==> src/rtl/hires_seq_pkg.sv <==
package hires_seq_pkg;
  typedef enum logic [2:0] {
    S_IDLE,
    S_CLOAD,
    S_CWAIT,
    S_DECIDE,
    S_FLOAD,
    S_FWAIT,
    S_DONE
  } seq_state_t;

  localparam logic MODE_FREQ   = 1'b0;
  localparam logic MODE_PERIOD = 1'b1;
endpackage

==> src/rtl/hires_range_eval.sv <==
module hires_range_eval #(
  parameter int CW     = 24,
  parameter int WRAP_W = 4,
  parameter int REF_HZ = 10_000_000
) (
  input  logic [CW-1:0]     coarse,
  output logic [CW-1:0]     freq_low,
  output logic [WRAP_W-1:0] wraps,
  output logic              at_or_above,
  output logic              is_zero
);
  localparam int FW = CW + WRAP_W;

  logic [FW-1:0] wide;
  logic [FW-1:0] freq;

  always_comb begin
    wide        = {{WRAP_W{1'b0}}, coarse};
    freq        = (wide << 3) + (wide << 1);
    freq_low    = freq[CW-1:0];
    wraps       = freq[FW-1:CW];
    at_or_above = (freq >= FW'(REF_HZ));
    is_zero     = (coarse == '0);
  end
endmodule

==> src/rtl/hires_watchdog.sv <==
module hires_watchdog #(
  parameter int LIMIT = 400_000_000
) (
  input  logic clk,
  input  logic rst,
  input  logic en,
  output logic expire
);
  localparam int TW = $clog2(LIMIT + 1);

  logic [TW-1:0] cnt;

  always_ff @(posedge clk) begin
    if (rst || !en) cnt <= '0;
    else            cnt <= cnt + 1'b1;
  end

  assign expire = en && (cnt == TW'(LIMIT - 1));
endmodule

==> src/rtl/hires_sequencer.sv <==
module hires_sequencer
  import hires_seq_pkg::*;
#(
  parameter int CW          = 24,
  parameter int WRAP_W      = 4,
  parameter int REF_HZ      = 10_000_000,
  parameter int COARSE_GATE = 1_000_000,
  parameter int FINE_GATE   = 10_000_000,
  parameter int TIMEOUT_CYC = 400_000_000
) (
  input  logic              clk,
  input  logic              rst,
  input  logic              go,
  input  logic              core_done,
  input  logic [CW-1:0]     core_count,
  output logic              core_load,
  output logic              core_start,
  output logic              core_mode,
  output logic [CW-1:0]     core_gate,
  output logic              busy,
  output logic              res_valid,
  output logic [CW-1:0]     res_count,
  output logic [CW-1:0]     res_gate,
  output logic              res_mode,
  output logic [WRAP_W-1:0] res_wraps,
  output logic              res_nosig,
  output logic              res_timeout
);
  seq_state_t        state_q, state_d;
  logic [CW-1:0]     coarse_q;
  logic [CW-1:0]     freq_low;
  logic [WRAP_W-1:0] wraps_now, wraps_q;
  logic              above, zero, expire;

  hires_range_eval #(.CW(CW), .WRAP_W(WRAP_W), .REF_HZ(REF_HZ)) u_eval (
    .coarse      (coarse_q),
    .freq_low    (freq_low),
    .wraps       (wraps_now),
    .at_or_above (above),
    .is_zero     (zero)
  );

  hires_watchdog #(.LIMIT(TIMEOUT_CYC)) u_wdog (
    .clk    (clk),
    .rst    (rst),
    .en     ((state_q == S_FWAIT) && (core_mode == MODE_PERIOD)),
    .expire (expire)
  );

  always_comb begin
    state_d = state_q;
    unique case (state_q)
      S_IDLE:   if (go) state_d = S_CLOAD;
      S_CLOAD:  state_d = S_CWAIT;
      S_CWAIT:  if (core_done) state_d = S_DECIDE;
      S_DECIDE: state_d = zero ? S_DONE : S_FLOAD;
      S_FLOAD:  state_d = S_FWAIT;
      S_FWAIT:  if (core_done || expire) state_d = S_DONE;
      S_DONE:   state_d = S_IDLE;
      default:  state_d = S_IDLE;
    endcase
  end

  always_ff @(posedge clk) begin
    if (rst) begin
      state_q  <= S_IDLE;
      coarse_q <= '0;
    end else begin
      state_q <= state_d;
      if (state_q == S_CWAIT && core_done) coarse_q <= core_count;
    end
  end

  always_ff @(posedge clk) begin
    if (rst) begin
      core_load   <= 1'b0;
      core_start  <= 1'b0;
      core_mode   <= MODE_FREQ;
      core_gate   <= '0;
      wraps_q     <= '0;
      busy        <= 1'b0;
      res_valid   <= 1'b0;
      res_count   <= '0;
      res_gate    <= '0;
      res_mode    <= MODE_FREQ;
      res_wraps   <= '0;
      res_nosig   <= 1'b0;
      res_timeout <= 1'b0;
    end else begin
      core_load  <= (state_d == S_CLOAD) || (state_d == S_FLOAD);
      core_start <= (state_q == S_CLOAD) || (state_q == S_FLOAD);
      busy       <= (state_d != S_IDLE);
      res_valid  <= (state_d == S_DONE);

      if (state_d == S_CLOAD) begin
        core_mode <= MODE_FREQ;
        core_gate <= CW'(COARSE_GATE);
      end
      if (state_d == S_FLOAD) begin
        core_mode <= above ? MODE_FREQ : MODE_PERIOD;
        core_gate <= above ? CW'(FINE_GATE) : freq_low;
        wraps_q   <= above ? wraps_now : '0;
      end

      if (state_q == S_DECIDE && zero) begin
        res_count   <= '0;
        res_gate    <= '0;
        res_mode    <= MODE_FREQ;
        res_wraps   <= '0;
        res_nosig   <= 1'b1;
        res_timeout <= 1'b0;
      end
      if (state_q == S_FWAIT && state_d == S_DONE) begin
        res_count   <= core_done ? core_count : '0;
        res_gate    <= core_gate;
        res_mode    <= core_mode;
        res_wraps   <= wraps_q;
        res_nosig   <= 1'b0;
        res_timeout <= !core_done;
      end
    end
  end
endmodule

==> config.mk <==
export PLATFORM = sky130hd
export DESIGN_NAME = hires_sequencer
export DESIGN_NICKNAME = d
export VERILOG_FILES = /design/src/rtl/hires_seq_pkg.sv /design/src/rtl/hires_range_eval.sv /design/src/rtl/hires_watchdog.sv /design/src/rtl/hires_sequencer.sv
export SDC_FILE = /design/constraint.sdc
export NUM_CORES = 1
export LEC_CHECK = 0
export ABC_AREA = 1
export ABC_CLOCK_PERIOD_IN_PS = 5700
export BUFFER_PORTS_ARGS = -buffer_cell sky130_fd_sc_hd__buf_2
export CORE_UTILIZATION = 30
export DETAILED_ROUTE_END_ITERATION = 8
export SLEW_MARGIN = 10
export SYNTH_ARGS = -nofsm -noshare
export SYNTH_HDL_FRONTEND = slang
export SYNTH_HIERARCHICAL = 1
export SYNTH_SLANG_ARGS = --single-unit
==> constraint.sdc <==
create_clock -name clk -period 5.7 [get_ports clk]
set_input_delay 1.71 -clock clk [delete_from_list [all_inputs] [get_ports clk]]
set_output_delay 1.71 -clock clk [all_outputs]
set_load 0.05 [all_outputs]
==> flow_summary.yaml, run 1 <==
sta:
  skew_ns: 0.01263
  timing.final.crit_period_ns: 3.489
  relSlewSlack_pct: 36.45
  setup_tns_ns: 0
  clock.fmax_ghz: 0.2867
  hold_violations: 0
  tightest_slew_ns: 0.9519
  slew_violations: 0
  post-route-period-util_pct: 61.20
  setup_viol: 0
  grt_setup_unrepaired: "no"
synthesis:
  syn_area_sq_mm: 0.007667
  avgSynthCellArea_sq_um: 6.576
  synth_nets: 1218
  synthCells: 1166
  synthSimpleGateAreaFrac_pct: 39.98
  muxShareOfSynthArea_pct: 0
  synth_xor_area_share_pct: 0.6854
  synthAdderAreaFrac_pct: 4.014
  synth_top_family_by_area: "simple AND/OR/NAND/NOR gates"
  synth_warnings: 6
  ys_seq_area_share_pct: 37.60
  synth_compound_area_share_pct: 10.41
  yosysUniqueCellTypes: 45
  ys_seq_elements: 144
place:
  io_buffer_count: 111
  dp_hpwl_mm: 15.41
  dpl.cell_count: 1570
  gp_congestion: 0.8721
finish:
  layoutNonFillerInstCount: 1600
  final_core_util_pct: 36.12
  num_antenna_cells: 0
  nFillCells: 2783
  drive_gt1_share_pct: 16.38
  nNetsFinal: 1311
  area_delta_synth_final_pct: 18.29
cts:
  ctsHoldBuffers: 0
  numCtsBuffers: 17
  cts_setup_buffers: 0
  cts_tree: "done"
  clock-sinks: 144
  root_buffer: "clkbuf_16"
  clock_path_buffers: 2
  ctsResizeCount: 0
  path_clk_slew_ns: 0.06
  htree_levels: 4
  clk_latency_ns: 0.42
critical_path:
  crit_path_cell_trace: "ha_1 -> fa_1 -> nand2_1 -> nand2_2 -> nand3b_4 -> nand2_4 -> nand2_2 -> nand2_1 -> nand2_1 -> nand2_1 -> xnor2_1 -> nand2_1 -> nor2_1 -> nand2_1 -> nand2_1 -> clkinv_1 -> nand2_1 -> nand3b_1 -> a21oi_1"
  cpMostUsedCell: "nand2_1"
  rr_worst_depth: 19
  path_delay_family: "simple AND/OR/NAND/NOR gates"
  cp.depth: 19
  critical_path_buf_inv_count: 1
  regToRegSetupSlack_ns: 2.21
  crit_slowest_cell: "fa_1"
  crit_path_start_kind: "flip-flop"
  cp-startpoint: "coarse_q[0]"
  crit_arrival_ns: 3.78
  critPathMaxStageDelay_ns: 0.45
  crit_path_end_kind: "flip-flop"
  crit_path_end: "core_gate[1]"
  required_ns: 6.00
  r2r_start: "coarse_q[0]"
  crit_fanout: 17
  reg2reg_to: "core_gate[1]"
  path_class: "reg2reg"
routing:
  drc: 0
  drt_iter0_drc: 476
  firstDrtPassIters: 5
  vias_per_cell: 4.612
  ant_nets: 0
  wl_per_cell_microns: 12.77
  via_count: 7379
  drt-total-wl_mm: 20.43
power:
  p_leak_nw: 3.916
  vdd_drop_max_mv: 0.1451
  power_density_mw_per_mm2: 286.0
grt:
  antenna_found_initial: 0
  use_met3_pct: 2.911
  grt_pass1_wl_mm: 33.46
  met2_usage_pct: 25.01
  grt_overflow_total: 0
  grt_max_degree: 55
  grtUsageTotal_pct: 15.89
  busiest_layer: "met2"
  grt_pass1_vias: 6645
  use_met1_pct: 22.17
status:
  status: "complete, no violations"
floorplan:
  pin_count: 112
  start_util_pct: 30.54
  rows: 58
  die_x_microns: 161.9
  die_h_microns: 161.9
  design.die.area_sq_mm: 0.02620
  core_sq_mm: 0.02511
run:
  maxCapViolCount: 0
min_path:
  min_from: "u_wdog/cnt[0]"
  hp-class: "reg2reg"
## synth_stat cells
master | count | area [sq um]
buf_6 | 3 | 33.78
xnor2_1 | 2 | 17.52
nand2_2 | 19 | 118.9
buf_1 | 1 | 3.750
o21a_1 | 2 | 15.01
nand3b_4 | 1 | 20.02
nand3b_1 | 18 | 135.1
clkbuf_1 | 20 | 75.07
or2_4 | 1 | 8.760
clkinv_1 | 2 | 7.510
nand4_2 | 1 | 12.51
nor4_1 | 4 | 25.02
buf_2 | 13 | 65.06
buf_4 | 3 | 22.52
nor3b_1 | 1 | 7.510
o21bai_1 | 3 | 22.52
or2_1 | 1 | 6.260
nand4_1 | 6 | 37.54
nor3_1 | 10 | 50.05
or4_1 | 1 | 7.510
nand2_1 | 357 | 1340
o21ai_0 | 33 | 165.2
ha_1 | 23 | 287.8
a21oi_2 | 2 | 17.52
nor2_2 | 10 | 62.56
or2_0 | 1 | 6.260
nand3_1 | 75 | 375.4
conb_1 | 1 | 3.750
dfxtp_1 | 144 | 2883
a21oi_1 | 112 | 560.5
nand3_4 | 1 | 17.52
nand2_4 | 2 | 22.52
o21ai_1 | 2 | 10.01
inv_2 | 12 | 45.04
nor2_4 | 5 | 56.30
and3_2 | 1 | 7.510
inv_1 | 81 | 304.0
and2_1 | 3 | 18.77
nor2_8 | 1 | 20.02
xor2_1 | 4 | 35.03
nand3_2 | 1 | 10.01
a211oi_1 | 1 | 7.510
or2_2 | 8 | 50.05
nor2_1 | 173 | 649.4
fa_1 | 1 | 20.02
## logic make-up (layout without fill, tap and decap cells)
kind of cell	after synthesis	after routing
AO/OA/AOI/OAI	155	155
AND/OR/NAND/NOR	701	701
flip-flops	144	144
other	1	1
XOR/XNOR	6	6
adder cells (fa/ha/maj)	24	24
buffers and inverters	135	239
## how the worst min path moves through the flow
stage / depth (start not counted) / slack, ns / to
final: 1 / 0.45 / u_wdog/cnt[0]
after global routing: 2 / 0.48 / res_gate[11]
after CTS: 2 / 0.46 / res_gate[10]
after detailed placement: 1 / 0.45 / u_wdog/cnt[0]
after global placement: 1 / 0.44 / u_wdog/cnt[0]
after floorplan: 1 / 0.42 / u_wdog/cnt[0]
## layout by cell type (no fill, tap or decap), types with 3 or more instances in the layout
cell type	Yosys	final
nand2_1	357	357
nor2_1	173	173
dfxtp_1	144	144
a21oi_1	112	112
buf_2	13	111
inv_1	81	81
nand3_1	75	75
o21ai_0	33	33
ha_1	23	23
nand2_2	19	19
nand3b_1	18	18
clkbuf_16	0	17
inv_2	12	12
nor2_2	10	10
nor3_1	10	10
or2_2	8	8
nand4_1	6	6
nor2_4	5	5
clkbuf_8	0	4
xor2_1	4	4
nor4_1	4	4
bufinv_16	0	3
buf_4	3	3
o21bai_1	3	3
and2_1	3	3
## routing by layer
layer  up-vias  routed length (microns)
li1       3905                        -
met1      3293                    10420
met2       165                     8901
met3        16                      904
met4         0                      196
met5         -                        0
## final cells by class
class                      count  area, sq um  area share, %
multi-input combinational    887         4228          46.61
tap                          330        412.9          4.552
clock buffer                  22        484.2          5.339
clock inverter                 8        127.6          1.407
timing repair buffer         114        578.1          6.373
sequential                   144         2883          31.78
inverter                      95        356.6          3.932
## through the flow
step	power, mW	area [sq um]	hold slack, ns	worst slack (ns)
2_1_floorplan	1.347	7667	0.4173	2.916
3_3_place_gp	1.434	8458	0.4358	2.159
3_5_place_dp	1.437	8458	0.4466	2.126
4_1_cts	2.628	9070	0.4612	2.188
5_1_grt	2.707	9070	0.4752	1.789
6_report	2.594	9070	0.4505	2.211
## flip-flops by register name, indices dropped and copies added (netlist names)
register,cells
res_valid,1
busy,1
res_gate,24
core_mode,1
coarse_q,24
core_load,1
res_count,24
state_q,3
core_start,1
res_mode,1
wraps_q,4
res_nosig,1
core_gate,24
res_wraps,4
u_wdog/cnt,29
res_timeout,1
## where the power goes
part / internal [mW] / total, mW / switching [mW]
logic: 0.109 / 0.350 / 0.241
registers: 1.03 / 1.06 / 0.0285
clock network: 0.733 / 1.18 / 0.448
## worst reg2reg max path: stages, from the launching register on
cell      delay [ns]
dfxtp_1         0.36
ha_1            0.27
fa_1            0.45
nand2_1         0.11
nand2_2         0.09
nand3b_4        0.11
nand2_4         0.07
nand2_2         0.06
nand2_1         0.07
nand2_1         0.06
nand2_1         0.06
xnor2_1         0.29
nand2_1         0.10
nor2_1          0.13
nand2_1         0.06
nand2_1         0.24
clkinv_1        0.44
nand2_1         0.17
nand3b_1        0.15
a21oi_1         0.08
No activity file was read; power rests on OpenSTA's default activity.
==> run 2, diff against run 1 <==
--- a/config.mk
+++ b/config.mk
@@ -6,7 +6,7 @@
 export NUM_CORES = 1
 export LEC_CHECK = 0
 export ABC_AREA = 1
-export ABC_CLOCK_PERIOD_IN_PS = 5700
+export ABC_CLOCK_PERIOD_IN_PS = 3600
 export BUFFER_PORTS_ARGS = -buffer_cell sky130_fd_sc_hd__buf_2
 export CORE_UTILIZATION = 30
 export DETAILED_ROUTE_END_ITERATION = 8
==> constraint.sdc (replaced) <==
create_clock -name clk -period 3.6 [get_ports clk]
set_input_delay 1.08 -clock clk [delete_from_list [all_inputs] [get_ports clk]]
set_output_delay 1.08 -clock clk [all_outputs]
set_load 0.05 [all_outputs]
==> run 2 against run 1 <==
Against the previous run:
- global-route usage increased by 0.61 points
- non-clock buffer count increased by 9
- flip-flop and latch count unchanged
- die area unchanged
- clock power increased by 50%
- design area increased by 0.39%
- register-to-register slack got worse by 1.6 ns
- setup slack got worse by 1.6 ns
- combinational power increased by 65%
- routed wire length increased by 2.3%
- first-iteration DRC count increased by 4.2%
- sequential share of layout area decreased by 0.12 points
- critical path type unchanged
- largest cell class unchanged
==> flow_summary.yaml, run 2 (synthesis results as in run 1) <==
status:
  status: "complete, no violations"
critical_path:
  crit_arrival_ns: 3.35
  crit_path_end_kind: "flip-flop"
  required_ns: 3.94
  regToRegSetupSlack_ns: 0.59
  crit_fanout: 13
  rr_worst_depth: 20
  crit_path_start_kind: "flip-flop"
  r2r_start: "coarse_q[2]"
  reg2reg_to: "core_gate[3]"
  path_class: "reg2reg"
min_path:
  min_from: "u_wdog/cnt[0]"
  min_to: "u_wdog/cnt[0]"
  hp-class: "reg2reg"
  hold_depth: 1
place:
  io_buffer_count: 111
  dpl.cell_count: 1579
  dp_hpwl_mm: 15.82
  gp_congestion: 0.8985
floorplan:
  design.die.area_sq_mm: 0.02620
  die_h_microns: 161.9
  die_x_microns: 161.9
  start_util_pct: 30.54
  core_sq_mm: 0.02511
  pin_count: 112
  rows: 58
cts:
  numCtsBuffers: 17
  cts_tree: "done"
  clk_latency_ns: 0.42
  clock_path_buffers: 2
  clock-sinks: 144
  root_buffer: "clkbuf_16"
  path_clk_slew_ns: 0.06
  htree_levels: 4
  ctsResizeCount: 0
  ctsHoldBuffers: 0
  cts_setup_buffers: 0
finish:
  drive_gt1_share_pct: 16.90
  layoutNonFillerInstCount: 1608
  final_core_util_pct: 36.26
  largest_reg_flops: 29
  final_common_cell: "nand2_1"
  nNetsFinal: 1320
  mostFrequentLayoutCells: "nand2_1 (357), nor2_1 (173), dfxtp_1 (144), a21oi_1 (112), buf_2 (111)"
  area_delta_synth_final_pct: 18.75
  nFillCells: 2763
  num_antenna_cells: 0
  regMostFlops: "u_wdog/cnt"
sta:
  timing.hold.ws_ns: 0.4440
  relSlewSlack_pct: 49.15
  clock.fmax_ghz: 0.3322
  setup_viol: 0
  grt_setup_unrepaired: "no"
  post-route-period-util_pct: 83.62
  skew_ns: 0.01593
  hold_violations: 0
  slew_violations: 0
  tightest_slew_ns: 0.7619
  setup_tns_ns: 0
  timing.final.crit_period_ns: 3.010
grt:
  grt_max_degree: 34
  use_met3_pct: 3.320
  met2_usage_pct: 25.56
  grt_pass1_wl_mm: 34.40
  grt_overflow_total: 0
  grt_pass1_vias: 6798
  use_met1_pct: 23.10
  antenna_found_initial: 0
  busiest_layer: "met2"
  grtUsageTotal_pct: 16.50
power:
  p_leak_nw: 3.940
  power_density_mw_per_mm2: 442.0
  vdd_drop_max_mv: 0.2421
run:
  maxCapViolCount: 0
routing:
  vias_per_cell: 4.634
  firstDrtPassIters: 5
  wl_per_cell_microns: 13.00
  via_count: 7452
  ant_nets: 0
  drt-total-wl_mm: 20.90
  drc: 0
  drt_iter0_drc: 496
## run 2: cell types whose count changed in the layout (fill, tap and decap cells not counted)
cell / change
buf_12: +1
buf_4: +8
bufinv_16: -1
clkbuf_8: -2
clkinv_2: +1
clkinvlp_4: +1
## run 2: final cells by class
class	instances	area [sq um]	area share (%)
clock buffer	20	456.7	5.016
clock inverter	9	110.1	1.209
inverter	95	356.6	3.916
multi-input combinational	887	4228	46.43
sequential	144	2883	31.66
tap	330	412.9	4.535
timing repair buffer	123	658.1	7.228
## run 2: power breakdown
group / internal, mW / switching (mW) / leakage [nW] / total, mW
sequential: 1.64 / 0.0433 / 1.16 / 1.68
combinational: 0.187 / 0.392 / 2.51 / 0.578
clock: 1.05 / 0.718 / 0.271 / 1.77
## run 2: how the worst max path moves through the flow
stage	cells after the start	slack, ns	from	end
2_1_floorplan	20	0.82	coarse_q[0]	core_gate[4]
3_3_place_gp	22	0.68	coarse_q[0]	core_gate[1]
3_5_place_dp	20	0.62	coarse_q[0]	core_gate[2]
4_1_cts	20	0.60	coarse_q[0]	core_gate[2]
5_1_grt	20	0.23	coarse_q[0]	core_gate[3]
6_report	20	0.59	coarse_q[2]	core_gate[3]
## run 2: critical path, cell delays in order (launching register included)
cell and delay [ns]:
dfxtp_1 0.34, ha_1 0.24, fa_1 0.43, nand2_1 0.11, nand2_2 0.09, nand3b_4 0.11
nand2_4 0.07, nand2_2 0.07, nand2_2 0.06, nand2_2 0.08, nand2_2 0.05, and3_2 0.19
nor2_1 0.08, nand2_1 0.05, nor2_1 0.11, nand2_1 0.20, clkinv_1 0.11, buf_4 0.17
nand2_1 0.06, nand3b_1 0.15, a21oi_1 0.15
## run 2: per-layer routing
layer  wire length [microns]  up-vias  share of wire [%]
li1                        -     3925                  -
met1                   10620     3340                 51
met2                    9032      165                 43
met3                     973       22                4.7
met4                     279        0                1.3
met5                       0        -                  0
## run 2: per-stage QoR
stage / total power, mW / area, sq um / setup WS [ns]
global placement: 2.295 / 8538 / 0.6819
CTS: 4.084 / 9105 / 0.6029
floorplan: 2.133 / 7667 / 0.8157
detailed placement: 2.297 / 8538 / 0.6172
finish: 4.025 / 9105 / 0.5897
global route: 4.217 / 9105 / 0.2271
==> run 3, diff against run 2 <==
--- a/config.mk
+++ b/config.mk
@@ -6,7 +6,7 @@
 export NUM_CORES = 1
 export LEC_CHECK = 0
 export ABC_AREA = 1
-export ABC_CLOCK_PERIOD_IN_PS = 3600
+export ABC_CLOCK_PERIOD_IN_PS = 3000
 export BUFFER_PORTS_ARGS = -buffer_cell sky130_fd_sc_hd__buf_2
 export CORE_UTILIZATION = 30
 export DETAILED_ROUTE_END_ITERATION = 8
==> constraint.sdc (replaced) <==
create_clock -name clk -period 3 [get_ports clk]
set_input_delay 0.9 -clock clk [delete_from_list [all_inputs] [get_ports clk]]
set_output_delay 0.9 -clock clk [all_outputs]
set_load 0.05 [all_outputs]
==> run 3 against run 2 <==
Against the previous run:
- routed wire length grew 2.0%
- critical path depth shrank 1
- global-route usage grew 0.19 points
- first-iteration DRC count shrank 8.1%
- hold slack gained 0.0037 ns
- core utilization grew 1.0 points
- sequential power grew 21%
- clock power grew 19%
- largest power group unchanged
- count of clock-buffer cells in the layout grew 1
- final cell count grew 0.68%
- fmax grew 5.3%
==> flow_summary.yaml, run 3 (synthesis results as in run 1) <==
status:
  status: "complete, no violations"
sta:
  tightest_slew_ns: 0.7822
  setup_tns_ns: 0
  post-route-period-util_pct: 95.28
  clock.fmax_ghz: 0.3498
  hold_violations: 0
  skew_ns: 0.01101
  slew_violations: 0
  relSlewSlack_pct: 47.86
  finalWorstSetupSlack_ns: 0.1415
  setup_viol: 0
  timing.final.crit_period_ns: 2.859
  grt_setup_unrepaired: "yes"
floorplan:
  core_sq_mm: 0.02511
  die_h_microns: 161.9
  die_x_microns: 161.9
  start_util_pct: 30.54
  pin_count: 112
  design.die.area_sq_mm: 0.02620
  rows: 58
critical_path:
  rr_worst_depth: 19
  cpMostUsedCell: "nand2_1"
  crit_path_start_kind: "flip-flop"
  required_ns: 3.32
  crit_path_end_kind: "flip-flop"
  r2r_start: "coarse_q[3]"
  critPathMaxStageDelay_ns: 0.47
  path_class: "reg2reg"
  crit_slowest_cell: "dfxtp_1"
  crit_path_cell_trace: "ha_1 -> nand3_1 -> nand2_2 -> nand2_1 -> nand2_2 -> nand2_2 -> nand2_1 -> nand2_1 -> nand2_1 -> nor2_2 -> nand2_1 -> nand2_1 -> nand3_1 -> nand2_1 -> nand2_2 -> buf_4 -> or2_2 -> o21ai_2 -> nor2_1"
  path_delay_family: "simple AND/OR/NAND/NOR gates"
  crit_fanout: 7
  critical_path_buf_inv_count: 1
  regToRegSetupSlack_ns: 0.14
  reg2reg_to: "core_gate[9]"
  crit_arrival_ns: 3.18
finish:
  nFillCells: 2744
  nNetsFinal: 1328
  regMostFlops: "u_wdog/cnt"
  num_antenna_cells: 0
  final_common_cell: "nand2_1"
  final_core_util_pct: 37.28
  final_area_sq_mm: 0.009360
  mostFrequentLayoutCells: "nand2_1 (354), nor2_1 (173), dfxtp_1 (136), buf_2 (111), a21oi_1 (110)"
  largest_reg_flops: 29
  area_delta_synth_final_pct: 22.08
  drive_gt1_share_pct: 20.09
place:
  dp_hpwl_mm: 15.85
  place_area_sq_mm: 0.008586
  gp_congestion: 0.8575
  pre_cts_slack_ns: -0.05707
  io_buffer_count: 111
routing:
  firstDrtPassIters: 5
  drc: 0
  wl_per_cell_microns: 13.17
  vias_per_cell: 4.661
  via_count: 7546
  drt_iter0_drc: 456
  drt-total-wl_mm: 21.33
  ant_nets: 0
min_path:
  min_to: "u_wdog/cnt[0]"
  hold_depth: 1
  min_from: "u_wdog/cnt[0]"
  hp-class: "reg2reg"
power:
  power_density_mw_per_mm2: 520.1
  vdd_drop_max_mv: 0.2192
  p_leak_nw: 3.945
grt:
  grtUsageTotal_pct: 16.69
  grt_pass1_vias: 6881
  grt_pass1_wl_mm: 34.87
  grt_overflow_total: 0
  antenna_found_initial: 0
  grt_max_degree: 70
cts:
  cts_tree: "done"
  path_clk_slew_ns: 0.06
  numCtsBuffers: 17
  clk_latency_ns: 0.43
  ctsHoldBuffers: 0
  htree_levels: 4
  root_buffer: "clkbuf_16"
  clock-sinks: 144
  clock_path_buffers: 2
run:
  maxCapViolCount: 0
run 3: cell types whose count changed in the layout (fill, tap and decap cells not counted), sizes merged:
| cell | previous run | this run |
|---|---|---|
| bufinv | 2 | 1 |
| clkbuf | 20 | 21 |
| buf | 123 | 131 |
| clkinv | 4 | 7 |
run 3: power by group:
group	total (mW)	switching [mW]	internal, mW
Clock	2.10	0.907	1.19
Combinational	0.744	0.481	0.264
Sequential	2.03	0.0602	1.97
Total	4.87	1.45	3.42
run 3: cell type report:
cell class	instances	area [sq um]	area share (%)
repair buffers	131	705.7	7.539
clock inverters	11	106.4	1.136
well taps	330	412.9	4.411
multi-input cells	887	4417	47.19
clock buffers	21	460.4	4.919
inverters	95	362.8	3.876
flip-flops and latches	144	2895	30.93
run 3: worst max path at each step:
stage	endpoint	cells after the start	from	slack, ns
2_1_floorplan	core_gate[4]	20	coarse_q[0]	0.22
3_3_place_gp	core_gate[5]	21	coarse_q[2]	0.02
3_5_place_dp	core_gate[5]	19	coarse_q[2]	-0.06
4_1_cts	core_gate[9]	16	coarse_q[12]	0.05
5_1_grt	core_gate[19]	16	coarse_q[18]	-0.01
6_report	core_gate[9]	19	coarse_q[3]	0.14
run 3: repair_timing:
action                     CTS  global route
setup endpoints to repair   15            77
pin swaps                    0             7
gates cloned                 0             0
gates resized for setup      2            46
buffers inserted             0             0
run 3: through the flow:
stage	hold slack [ns]	cells	total power, mW
5_1_grt	0.4757	1619	5.107
3_5_place_dp	0.4427	1587	2.767
2_1_floorplan	0.4173	1166	2.560
6_report	0.4477	1619	4.868
3_3_place_gp	0.4331	1587	2.765
4_1_cts	0.4514	1619	4.899
run 3: layer usage:
| metal | track usage (%) | vias to the layer above | wire [microns] |
|---|---|---|---|
| li1 | - | 3948 | - |
| met1 | 23.13 | 3431 | 10830 |
| met2 | 26.12 | 145 | 9381 |
| met3 | 3.345 | 22 | 825 |
| met4 | 4.631 | 0 | 293 |
| met5 | 0 | - | 0 |
